--- src/rtl/ir_fifo_pkg.sv ---
package ir_fifo_pkg;
  // Strobes from the control block to the datapath.
  typedef struct packed {
    logic push;
    logic pop;
    logic flush;
    logic sizeDec;
    logic sizeClr;
  } dpCtl_t;
endpackage

--- src/rtl/ir_fifo_datapath.sv ---
module ir_fifo_datapath
  import ir_fifo_pkg::*;
#(
  parameter int DEPTH  = 128,
  parameter int DATA_W = 8,
  parameter int SIZE_W = 16
) (
  input  logic              clk,
  input  logic              rstN,
  input  dpCtl_t            ctl,
  input  logic [DATA_W-1:0] wrData,
  input  logic              sizeLoad,
  input  logic [SIZE_W-1:0] sizeValue,
  output logic [DATA_W-1:0] rdData,
  output logic              full,
  output logic              empty,
  output logic              sizeDone
);
  localparam int AW = (DEPTH > 1) ? $clog2(DEPTH) : 1;
  localparam int CW = AW + 1;
  localparam logic [AW-1:0] LAST_PTR = AW'(DEPTH - 1);
  localparam logic [CW-1:0] FULL_CNT = CW'(DEPTH);

  logic [DATA_W-1:0] mem [DEPTH];
  logic [AW-1:0]     wrPtr, rdPtr;
  logic [CW-1:0]     count;
  logic [SIZE_W-1:0] sizeCnt;

  // Storage has no reset; only the pointers define validity.
  always_ff @(posedge clk) begin
    if (ctl.push) mem[wrPtr] <= wrData;
  end

  always_ff @(posedge clk) begin
    if (!rstN || ctl.flush) begin
      wrPtr <= '0;
      rdPtr <= '0;
      count <= '0;
    end else begin
      if (ctl.push) wrPtr <= (wrPtr == LAST_PTR) ? '0 : wrPtr + 1'b1;
      if (ctl.pop)  rdPtr <= (rdPtr == LAST_PTR) ? '0 : rdPtr + 1'b1;
      case ({ctl.push, ctl.pop})
        2'b10:   count <= count + 1'b1;
        2'b01:   count <= count - 1'b1;
        default: count <= count;
      endcase
    end
  end

  assign rdData = mem[rdPtr];
  assign full   = (count == FULL_CNT);
  assign empty  = (count == '0);

  // Transmit byte-size counter and its exhausted marker.
  always_ff @(posedge clk) begin
    if (!rstN) begin
      sizeCnt  <= '0;
      sizeDone <= 1'b0;
    end else if (sizeLoad) begin
      sizeCnt  <= sizeValue;
      sizeDone <= 1'b0;
    end else begin
      if (ctl.sizeDec && sizeCnt != '0) sizeCnt <= sizeCnt - 1'b1;
      if (ctl.sizeClr)
        sizeDone <= 1'b0;
      else if (ctl.sizeDec && sizeCnt == SIZE_W'(1))
        sizeDone <= 1'b1;
    end
  end
endmodule

--- src/rtl/ir_fifo_control.sv ---
module ir_fifo_control
  import ir_fifo_pkg::*;
(
  input  logic       clk,
  input  logic       rstN,
  input  logic       txMode,
  input  logic       hostWrEn,
  input  logic       hostRdEn,
  input  logic       frmWrEn,
  input  logic       frmRdEn,
  input  logic       dmaTc,
  input  logic       fcsErr,
  input  logic       payloadErr,
  input  logic       eofStrobe,
  input  logic       abortSet,
  input  logic       dataDoneSet,
  input  logic       fifoResetReq,
  input  logic [2:0] clrFlags,
  input  logic       full,
  input  logic       empty,
  input  logic       sizeDone,
  output dpCtl_t     ctl,
  output logic       eomFlag,
  output logic       crcErr,
  output logic       frameAbort,
  output logic       abortPending,
  output logic       dataDone
);
  logic txActive;
  logic pushReq, popReq;
  logic forcedAbort, flushNow;
  logic underrun, underrunAbort, overrun, rxAbort;
  logic abortEvt, eomEvt, crcEvt;

  always_comb begin
    pushReq       = txMode ? hostWrEn : frmWrEn;
    popReq        = txMode ? frmRdEn  : hostRdEn;
    forcedAbort   = abortPending && txMode && txActive;
    flushNow      = fifoResetReq || forcedAbort;
    underrun      = txMode && frmRdEn && empty && !flushNow;
    underrunAbort = underrun && !dataDone && !sizeDone;
    overrun       = !txMode && frmWrEn && full;
    rxAbort       = overrun || (!txMode && payloadErr);
    abortEvt      = forcedAbort || underrunAbort || rxAbort;
    eomEvt        = forcedAbort || underrun || eofStrobe;
    crcEvt        = !txMode && fcsErr;

    ctl.flush   = flushNow;
    ctl.push    = pushReq && !full && !flushNow;
    ctl.pop     = popReq && !empty && !flushNow;
    ctl.sizeDec = ctl.pop && txMode;
    ctl.sizeClr = eomEvt;
  end

  // Message activity: starts with the first transmit read, ends at any end of message.
  always_ff @(posedge clk) begin
    if (!rstN)                  txActive <= 1'b0;
    else if (eomEvt)            txActive <= 1'b0;
    else if (ctl.pop && txMode) txActive <= 1'b1;
  end

  always_ff @(posedge clk) begin
    if (!rstN)          abortPending <= 1'b0;
    else if (abortSet)  abortPending <= 1'b1;
    else if (eofStrobe) abortPending <= 1'b0;
  end

  always_ff @(posedge clk) begin
    if (!rstN)
      dataDone <= 1'b0;
    else if (dataDoneSet || (dmaTc && txMode))
      dataDone <= 1'b1;
    else if (eomEvt && (empty || flushNow))
      dataDone <= 1'b0;
  end

  always_ff @(posedge clk) begin
    if (!rstN) begin
      eomFlag    <= 1'b0;
      crcErr     <= 1'b0;
      frameAbort <= 1'b0;
    end else begin
      if (eomEvt)           eomFlag <= 1'b1;
      else if (clrFlags[2]) eomFlag <= 1'b0;
      if (crcEvt)           crcErr <= 1'b1;
      else if (clrFlags[0]) crcErr <= 1'b0;
      if (abortEvt)         frameAbort <= 1'b1;
      else if (clrFlags[1]) frameAbort <= 1'b0;
    end
  end
endmodule

--- src/rtl/ir_frame_fifo_ctrl.sv ---
module ir_frame_fifo_ctrl
  import ir_fifo_pkg::*;
#(
  parameter int DEPTH  = 128,
  parameter int DATA_W = 8,
  parameter int SIZE_W = 16
) (
  input  logic              clk,
  input  logic              rstN,
  input  logic              txMode,
  input  logic              hostWrEn,
  input  logic [DATA_W-1:0] hostWrData,
  input  logic              hostRdEn,
  input  logic              frmWrEn,
  input  logic [DATA_W-1:0] frmWrData,
  input  logic              frmRdEn,
  output logic [DATA_W-1:0] headData,
  input  logic              dmaTc,
  input  logic              sizeLoad,
  input  logic [SIZE_W-1:0] sizeValue,
  input  logic              fcsErr,
  input  logic              payloadErr,
  input  logic              eofStrobe,
  input  logic              abortSet,
  input  logic              dataDoneSet,
  input  logic              fifoResetReq,
  input  logic [2:0]        clrFlags,
  output logic              fifoFull,
  output logic              fifoNotEmpty,
  output logic              eomFlag,
  output logic              crcErr,
  output logic              frameAbort,
  output logic              abortPending,
  output logic              dataDone
);
  dpCtl_t            ctl;
  logic              full, empty, sizeDone;
  logic [DATA_W-1:0] wrData;

  assign wrData = txMode ? hostWrData : frmWrData;

  ir_fifo_control u_control (
    .clk(clk), .rstN(rstN), .txMode(txMode),
    .hostWrEn(hostWrEn), .hostRdEn(hostRdEn),
    .frmWrEn(frmWrEn), .frmRdEn(frmRdEn),
    .dmaTc(dmaTc), .fcsErr(fcsErr), .payloadErr(payloadErr),
    .eofStrobe(eofStrobe), .abortSet(abortSet), .dataDoneSet(dataDoneSet),
    .fifoResetReq(fifoResetReq), .clrFlags(clrFlags),
    .full(full), .empty(empty), .sizeDone(sizeDone),
    .ctl(ctl), .eomFlag(eomFlag), .crcErr(crcErr), .frameAbort(frameAbort),
    .abortPending(abortPending), .dataDone(dataDone)
  );

  ir_fifo_datapath #(.DEPTH(DEPTH), .DATA_W(DATA_W), .SIZE_W(SIZE_W)) u_datapath (
    .clk(clk), .rstN(rstN), .ctl(ctl), .wrData(wrData),
    .sizeLoad(sizeLoad), .sizeValue(sizeValue),
    .rdData(headData), .full(full), .empty(empty), .sizeDone(sizeDone)
  );

  assign fifoFull     = full;
  assign fifoNotEmpty = !empty;
endmodule

--- config.mk ---
export PLATFORM = sky130hd
export DESIGN_NAME = ir_frame_fifo_ctrl
export DESIGN_NICKNAME = d
export VERILOG_FILES = /design/src/rtl/ir_fifo_pkg.sv /design/src/rtl/ir_fifo_datapath.sv /design/src/rtl/ir_fifo_control.sv /design/src/rtl/ir_frame_fifo_ctrl.sv
export SDC_FILE = /design/constraint.sdc
export NUM_CORES = 1
export LEC_CHECK = 0
export BUFFER_PORTS_ARGS = -buffer_cell sky130_fd_sc_hd__buf_2
export CAP_MARGIN = 20
export CORE_ASPECT_RATIO = 0.7
export CORE_MARGIN = 2
export CORE_UTILIZATION = 41
export DETAILED_ROUTE_END_ITERATION = 6
export GPL_ROUTABILITY_DRIVEN = 0
export SYNTH_ARGS = -nofsm -noshare
export SYNTH_HDL_FRONTEND = slang
export SYNTH_SLANG_ARGS = --single-unit
export TNS_END_PERCENT = 20
--- constraint.sdc ---
create_clock -name clk -period 4.4 [get_ports clk]
set_input_delay 1.1 -clock clk [delete_from_list [all_inputs] [get_ports clk]]
set_output_delay 1.1 -clock clk [all_outputs]
set_load 0.01 [all_outputs]
# Word-level counts from Yosys, hierarchy flattened
# Memory sizes are Yosys's and may differ from the RTL's. A register that Yosys moved wholly into a read port is not among the register bits.
# Cells that the tools add are included.
# word_totals
register_bits	45
out_inout_bits	15
mem_bits_rw	1024
memories	1
input_bits	50
# mem_list
memory	depth	word_bits	read_ports	rd_clocked_by_memory_dff	wr	line	rtl
u_datapath.mem	128	8	1	1	1	ir_fifo_datapath.sv:24	logic [DATA_W-1:0] mem [DEPTH];
# op_classes
reduce_logical	47
n_addsub	5
mux	22
bitwise_logic	1
n_eq_ne	6
# ops
cell	n
$mux W16	2
$mux W7	4
$logic_and A1 B1 Y1	20
$eq A16 B1 Y1 const B	1
$pmux W8 S2	1
$reduce_bool A16 Y1	1
$sub A16 B1 Y16 const B	1
$add A7 B1 Y7 const B	2
$eq A7 B7 Y1 const B	2
$mux W1	14
$reduce_bool A2 Y1	7
$logic_or A1 B1 Y1	9
$add A8 B1 Y8 const B	1
$eq A8 B8 Y1 const B	1
$logic_not A8 Y1	1
$mux W8	1
$sub A8 B1 Y8 const B	1
$logic_not A1 Y1	7
$reduce_or A3 Y1	1
$eq A2 B1 Y1 const B	1
$eq A2 B2 Y1 const B	1
$reduce_or A2 Y1	1
$not A1 Y1	1

# Longest topological paths before layout
# Gate-level depths: netlist of run 1.
# depth
word_depth	10
mapped_depth	16

# By module
# Synthesis of run 1 repeated with hierarchy kept, for this count alone.
# unflattened
cells_unflattened	2252
area_unflattened_um2	42413.2
# by_module_without_submodules
mod	area_per_inst_um2	n_inst	seq_area_each_um2	cells_per_inst
ir_fifo_datapath	41893.9	1	31670.4	2199
ir_fifo_control	384.1	1	120.1	43
ir_frame_fifo_ctrl	135.1	1	0.0	10

# Worst setup path after synthesis of run 1
# No wires, ideal clock.
# synth_timing
path_kind	input -> register
startpoint	in txMode
endpoint	reg u_datapath.count[2]
setup_ps	70
path_buffers	3
arrival_time_ps	3575
cell_stages	13
slack_ps	754
cell_sequence	buf_2 nand2b_1 a211o_4 inv_2 buf_6 ha_1 clkbuf_1 xor2_1 ha_1 inv_1 and3_1 or4_1 a21oi_1
# synth_rtl
item	line	rtl
start: declaration	ir_frame_fifo_ctrl.sv:10	input logic txMode,
end signal: assignment	ir_fifo_datapath.sv:43	2'b10: count <= count + 1'b1;
end signal: assignment	ir_fifo_datapath.sv:44	2'b01: count <= count - 1'b1;
end signal: assignment	ir_fifo_datapath.sv:45	default: count <= count;
end: declaration	ir_fifo_datapath.sv:26	logic [CW-1:0] count;

==> metrics, run 1 <==
flip-flop and latch count after synthesis 1076; CP Capture Type output port; synth top area cells edfxtp_1 (72%), mux4_2 (11%), mux2i_1 (4.3%), dfxtp_1 (2.4%), nor2_1 (1.6%); final wirelength 102000 um; Worst Setup Slack post-DPL 0.2836 ns; number of warning messages in the yosys log 0; mean instance size in the synthesized netlist 18.90 sq um; Layout Cells excl Fill 3894; Global Route Usage Sum 19.16%; clock latency reported for the late side of the worst-skew pair 0.68 ns; slew at the pin with the worst max-slew slack 1.044 ns; count of antenna-violating nets left after detailed routing 0; detailed-route DRC error count 0; initial antenna violation count 2; clock slew at the register clock pins of the worst setup and hold paths 0.06 ns; Hold Slack 0.4690 ns; TritonCTS clock tree yes; largest vdd supply drop 0.2724 mV; worst clock skew on the final layout 0.02884 ns; buffer depth of the longest clock path 3; peak clock frequency supported by timing 227.4 MHz; # IOs 65; number of nets in the layout 2524; Synth top cells by count edfxtp_1 (1024), mux4_2 (208), mux2i_1 (182), nor2_1 (182), nand2_1 (61); critical path type reg2out; minimum clock period 4.397 ns; Post-synth EDFFs 1024; finished layout cell area 49210 sq um; share of final-layout standard cells stronger than drive strength 1 25.47%; count of unique library cells instantiated by Yosys 60; grt total ovfl 0; vias per cell 5.694; total number of vias 22171; layout overhead on the synthesized area 15.55%; Vert. Die Dim 273.7 um; data arrival time of the critical path 3.30 ns; Std-Cell Core Area 102500 sq um; power after layout 19.99 mW; number of sinks on the clock net 1076; number of hold violations in the final report 0; wire length of the first global-routing pass 148900 um; number of placement rows 98; post-synth top area cell edfxtp_1; dpl hpwl 63930 um; final number of max-transition violations 0; most common cell in the synthesized netlist edfxtp_1; cell area power density 406.1 nW/um^2; die outline area 106500 sq um; leakage power figure 15.01 nW; placed inst area 45620 sq um; nets in the synthesized netlist 2310; CP Data Required Time 3.30 ns; detailed-route wire length per cell 26.18 um; Starting Density 41.55%; setup repair after global routing missed its margin yes; htree depth 3; Max FO, Critical Path 13; most used flip-flop cell after synthesis edfxtp_1; violation count after the first detailed-routing iteration 2588; count of endpoints failing setup in the final report 0; root buffer cell clkbuf_16; final critical-path setup slack 0.003053 ns; Pre-Repair DR Iteration Count 5; class of the tightest hold or removal check reg2reg; share of async-settable or async-resettable flops after synthesis 0%; CP Launch Type register; Period Utilization, post-route 99.93%; Max Cap Viol 0; cell count after synthesis 2254; pin count of the biggest net entering global routing 89; area fraction of the dominant cell type after synthesis 72.20%; mapped cell area 42590 sq um; clock buffer count from CTS 97; outcome complete, no violations; Slew headroom 30.26%; via count of the first global-routing pass 22022; hold buffers post-CTS 0; sequential share of the synthesized area 74.64%; die outline width 389.2 um; count of placed standard cells including taps 3700; # diodes 0; Port Buffers 64
critical path, cell delays in order (launching register included):
cell and delay (ns):
dfxtp_4 0.37, buf_12 0.16, bufbuf_16 0.34, mux4_2 0.56, mux4_2 0.51, a22oi_2 0.31
nand3_1 0.18, buf_2 0.17
area by class of cell:
| type | instances | area (sq um) |
|---|---|---|
| Fill cell | 8412 | 53290 |
| Sequential cell | 1076 | 31800 |
| Multi-Input combinational cell | 1036 | 10420 |
| Clock buffer | 134 | 2731 |
| Timing Repair Buffer | 243 | 2202 |
| Tap cell | 1350 | 1689 |
| Clock inverter | 41 | 317.8 |
| Inverter | 14 | 52.55 |
state kept, by name (all words and copies together) (netlist names), named ones only:
signal                  count
u_control.abortPending      1
u_control.eomFlag           1
u_control.txActive          1
u_control.crcErr            1
u_datapath.wrPtr            7
u_datapath.mem           1024
u_datapath.count            8
u_control.frameAbort        1
u_datapath.sizeCnt         16
u_control.dataDone          1
u_datapath.rdPtr            7
u_datapath.sizeDone         1
layer usage:
layer	track usage, %	vias to the layer above	share of wire [%]
met4	4.712	0	1.8
li1	-	9577	-
met2	27.11	924	43
met3	5.013	117	9.1
met1	29.44	11553	46
met5	0	-	0
report_power, final:
group          switching (mW)  internal [mW]
registers              0.0165           11.3
clock network            3.60           4.57
logic                   0.380          0.128
total                    4.00           16.0
worst paths after layout:
check | from | end | slack [ns] | depth (start not counted)
min | u_control.crcErr | u_control.crcErr | 0.47 | 2
min reg2reg | u_control.crcErr | u_control.crcErr | 0.47 | 2
max | register | headData[7] | 0.003 | 7
max reg2reg | u_datapath.count[2] | u_datapath.mem[21][2] | 0.93 | 7
placed cells by master, fill, tap and decap left out, types with 24 or more instances in the layout:
cell type	n
mux4_2	208
buf_2	63
buf_4	140
nand2_1	61
dfxtp_1	49
nor3_1	29
edfxtp_1	1024
a22o_1	32
nand3_1	25
buf_12	24
mux2i_1	175
nor2b_1	25
clkbuf_1	25
clkbuf_16	102
a21oi_1	58
nor2_1	181
stage by stage:
step	TNS, ns	utilization, %
after floorplan	0	-
after global placement	0	44.51
after detailed placement	0	44.51
after CTS	-0.01382	47.94
after global routing	-0.3852	48.01
final	0	48.01
logic make-up (layout without fill, tap and decap cells):
family / after synthesis / in the layout / share of synthesized area (%)
compound gates: 220 / 220 / 3.569
xor+xnor: 25 / 25 / 0.5141
fa+ha+maj: 6 / 6 / 0.1763
buf+inv: 142 / 432 / 1.392
flops: 1076 / 1076 / 74.64
mux: 398 / 398 / 15.49
simple gates: 387 / 387 / 4.221
timing repair:
item / in CTS / in global routing
setup buffers: 13 / 1
endpoints found under the setup margin: 8 / 8
pin swaps: 12 / 2
endpoints found under the hold margin: 0 / 0
gates cloned: 4 / 1
gates resized for setup: 38 / 9
Note: power is estimated with default switching activity, not from simulation.
==> inputs of run 2 (changes only) <==
- CTS_BUF_LIST: unset -> sky130_fd_sc_hd__clkbuf_8 sky130_fd_sc_hd__clkbuf_16
- SLEW_MARGIN: unset -> 20
==> run 2 against run 1 <==
Compared with the run above:
- critical path depth stayed put
- worst hold slack did not move
- routed wire length barely moved
- highest routed layer unchanged
- largest cell class unchanged
==> metrics, run 2 (same netlist as run 1, synthesis figures left out) <==
number of sinks on the clock net 1076; layout overhead on the synthesized area 15.55%; critical path type reg2out; dpl hpwl 63930 um; minimum clock period 4.398 ns; Max Cap Viol 0; setup repair after global routing missed its margin yes; htree depth 3; Hold Slack 0.4690 ns; Port Buffers 64; TritonCTS clock tree yes; detailed-route DRC error count 0; Slew headroom 29.88%; outcome complete, no violations; vias per cell 5.683; count of endpoints failing setup in the final report 0; total number of vias 22131; number of placement rows 98; Buffers & Inverters on Critical Path 3; # IOs 65; Global Route Usage Sum 19.16%; Vert. Die Dim 273.7 um; clock buffer count from CTS 97; clock latency reported for the late side of the worst-skew pair 0.69 ns; share of final-layout standard cells stronger than drive strength 1 25.47%; hold buffers post-CTS 0; number of hold violations in the final report 0; count of placed standard cells including taps 3700; root buffer cell clkbuf_16; violation count after the first detailed-routing iteration 2597; class of the tightest hold or removal check reg2reg; Pre-Repair DR Iteration Count 5; Std-Cell Core Area 102500 sq um; Starting Density 41.55%; number of nets in the layout 2524; leakage power figure 15.12 nW; peak clock frequency supported by timing 227.4 MHz; slew at the pin with the worst max-slew slack 1.050 ns; leading cell type in the layout, fill and taps excluded edfxtp_1; CP Capture Type output port; power after layout 19.93 mW; die outline width 389.2 um; wire length of the first global-routing pass 148900 um; cell mode on critical path mux4_2; Max FO, Critical Path 13; clock slew at the register clock pins of the worst setup and hold paths 0.06 ns; final number of max-transition violations 0; Cell Chain, Critical Path buf_12 -> bufbuf_16 -> mux4_2 -> mux4_2 -> a22oi_2 -> nand3_1 -> buf_2; CP Launch Type register; critical path's slowest cell mux4_2; count of antenna-violating nets left after detailed routing 0; flip-flop count of the largest register, all copies and words added 1024; Worst Setup Slack post-DPL 0.2836 ns; CP Data Required Time 3.30 ns; worst clock skew on the final layout 0.02922 ns; Period Utilization, post-route 99.94%; final wirelength 101900 um; # diodes 0; family with the most delay on the worst path multiplexers; cell area power density 405.0 nW/um^2; detailed-route wire length per cell 26.16 um; leading cell types in the layout, fill and taps excluded edfxtp_1 (1024), mux4_2 (208), nor2_1 (181), mux2i_1 (175), buf_4 (140); Layout Cells excl Fill 3894; biggest regs u_datapath.mem (1024), u_datapath.sizeCnt (16), u_datapath.count (8); die outline area 106500 sq um; grt total ovfl 0; buffer depth of the longest clock path 3; data arrival time of the critical path 3.30 ns; Filler cells 8412; register bank with the most flops u_datapath.mem; via count of the first global-routing pass 22022; delay of the slowest cell on the worst path 0.56 ns; pin count of the biggest net entering global routing 89; initial antenna violation count 2; largest vdd supply drop 0.2723 mV; final critical-path setup slack 0.002488 ns
run 2: cell types whose count changed in the layout (fill, tap and decap cells not counted):
cell and delta:
inv_1 +25, clkbuf_1 -25
run 2: worst paths after layout:
| check | startpoint | to | slack, ns | cells past startpoint |
|---|---|---|---|---|
| worst max register to register | u_datapath.count[3] | u_datapath.count[2] | 0.94 | 12 |
| worst max-delay path | register | headData[7] | 0.002 | 7 |
| worst min register to register | u_control.crcErr | u_control.crcErr | 0.47 | 2 |
| worst min-delay path | u_control.crcErr | u_control.crcErr | 0.47 | 2 |
run 2: routing by layer:
metal / part of all wire, % / up-vias / wire, um / GRT usage [%]
met4: 1.7 / 0 / 1770 / 4.712
met3: 9.3 / 114 / 9426 / 5.013
met1: 46 / 11533 / 46950 / 29.44
met2: 43 / 911 / 43730 / 27.11
met5: 0 / - / 0 / 0
li1: - / 9573 / - / -
run 2: worst reg2reg max path: stages, from the launching register on:
cell     delay, ns
dfxtp_1       0.44
or4_4         0.61
nor3_4        0.31
a211o_4       0.20
inv_2         0.05
ha_1          0.30
buf_4         0.21
xor2_1        0.15
ha_1          0.23
inv_1         0.10
and3_1        0.19
or4_1         0.47
a21oi_1       0.15
run 2: stage by stage:
stage	util (%)	TNS [ns]	cell area, sq um
CTS	47.94	-0.01382	49150
global route	48.01	-0.3852	49210
detailed placement	44.51	0	45620
finish	48.01	0	49210
floorplan	-	0	42590
global placement	44.51	0	45620
run 2: area by class of cell:
class | instances | area, sq um | area share [%]
repair buffers | 243 | 2202 | 4.474
well taps | 1350 | 1689 | 3.432
multi-input cells | 1036 | 10420 | 21.17
clock buffers | 109 | 2638 | 5.359
clock inverters | 66 | 411.6 | 0.8364
inverters | 14 | 52.55 | 0.1068
flip-flops and latches | 1076 | 31800 | 64.62
run 2: what timing repair did:
action,in CTS,in global routing
pin swaps,12,2
setup endpoints to repair,8,8
gates resized for setup,38,9
buffers inserted,13,1
hold endpoints to repair,0,0
gates cloned,4,1
run 2: power by group:
group | internal [mW] | switching, mW
sequential | 11.3 | 0.0165
clock | 4.51 | 3.60
combinational | 0.128 | 0.380
total | 15.9 | 4.00
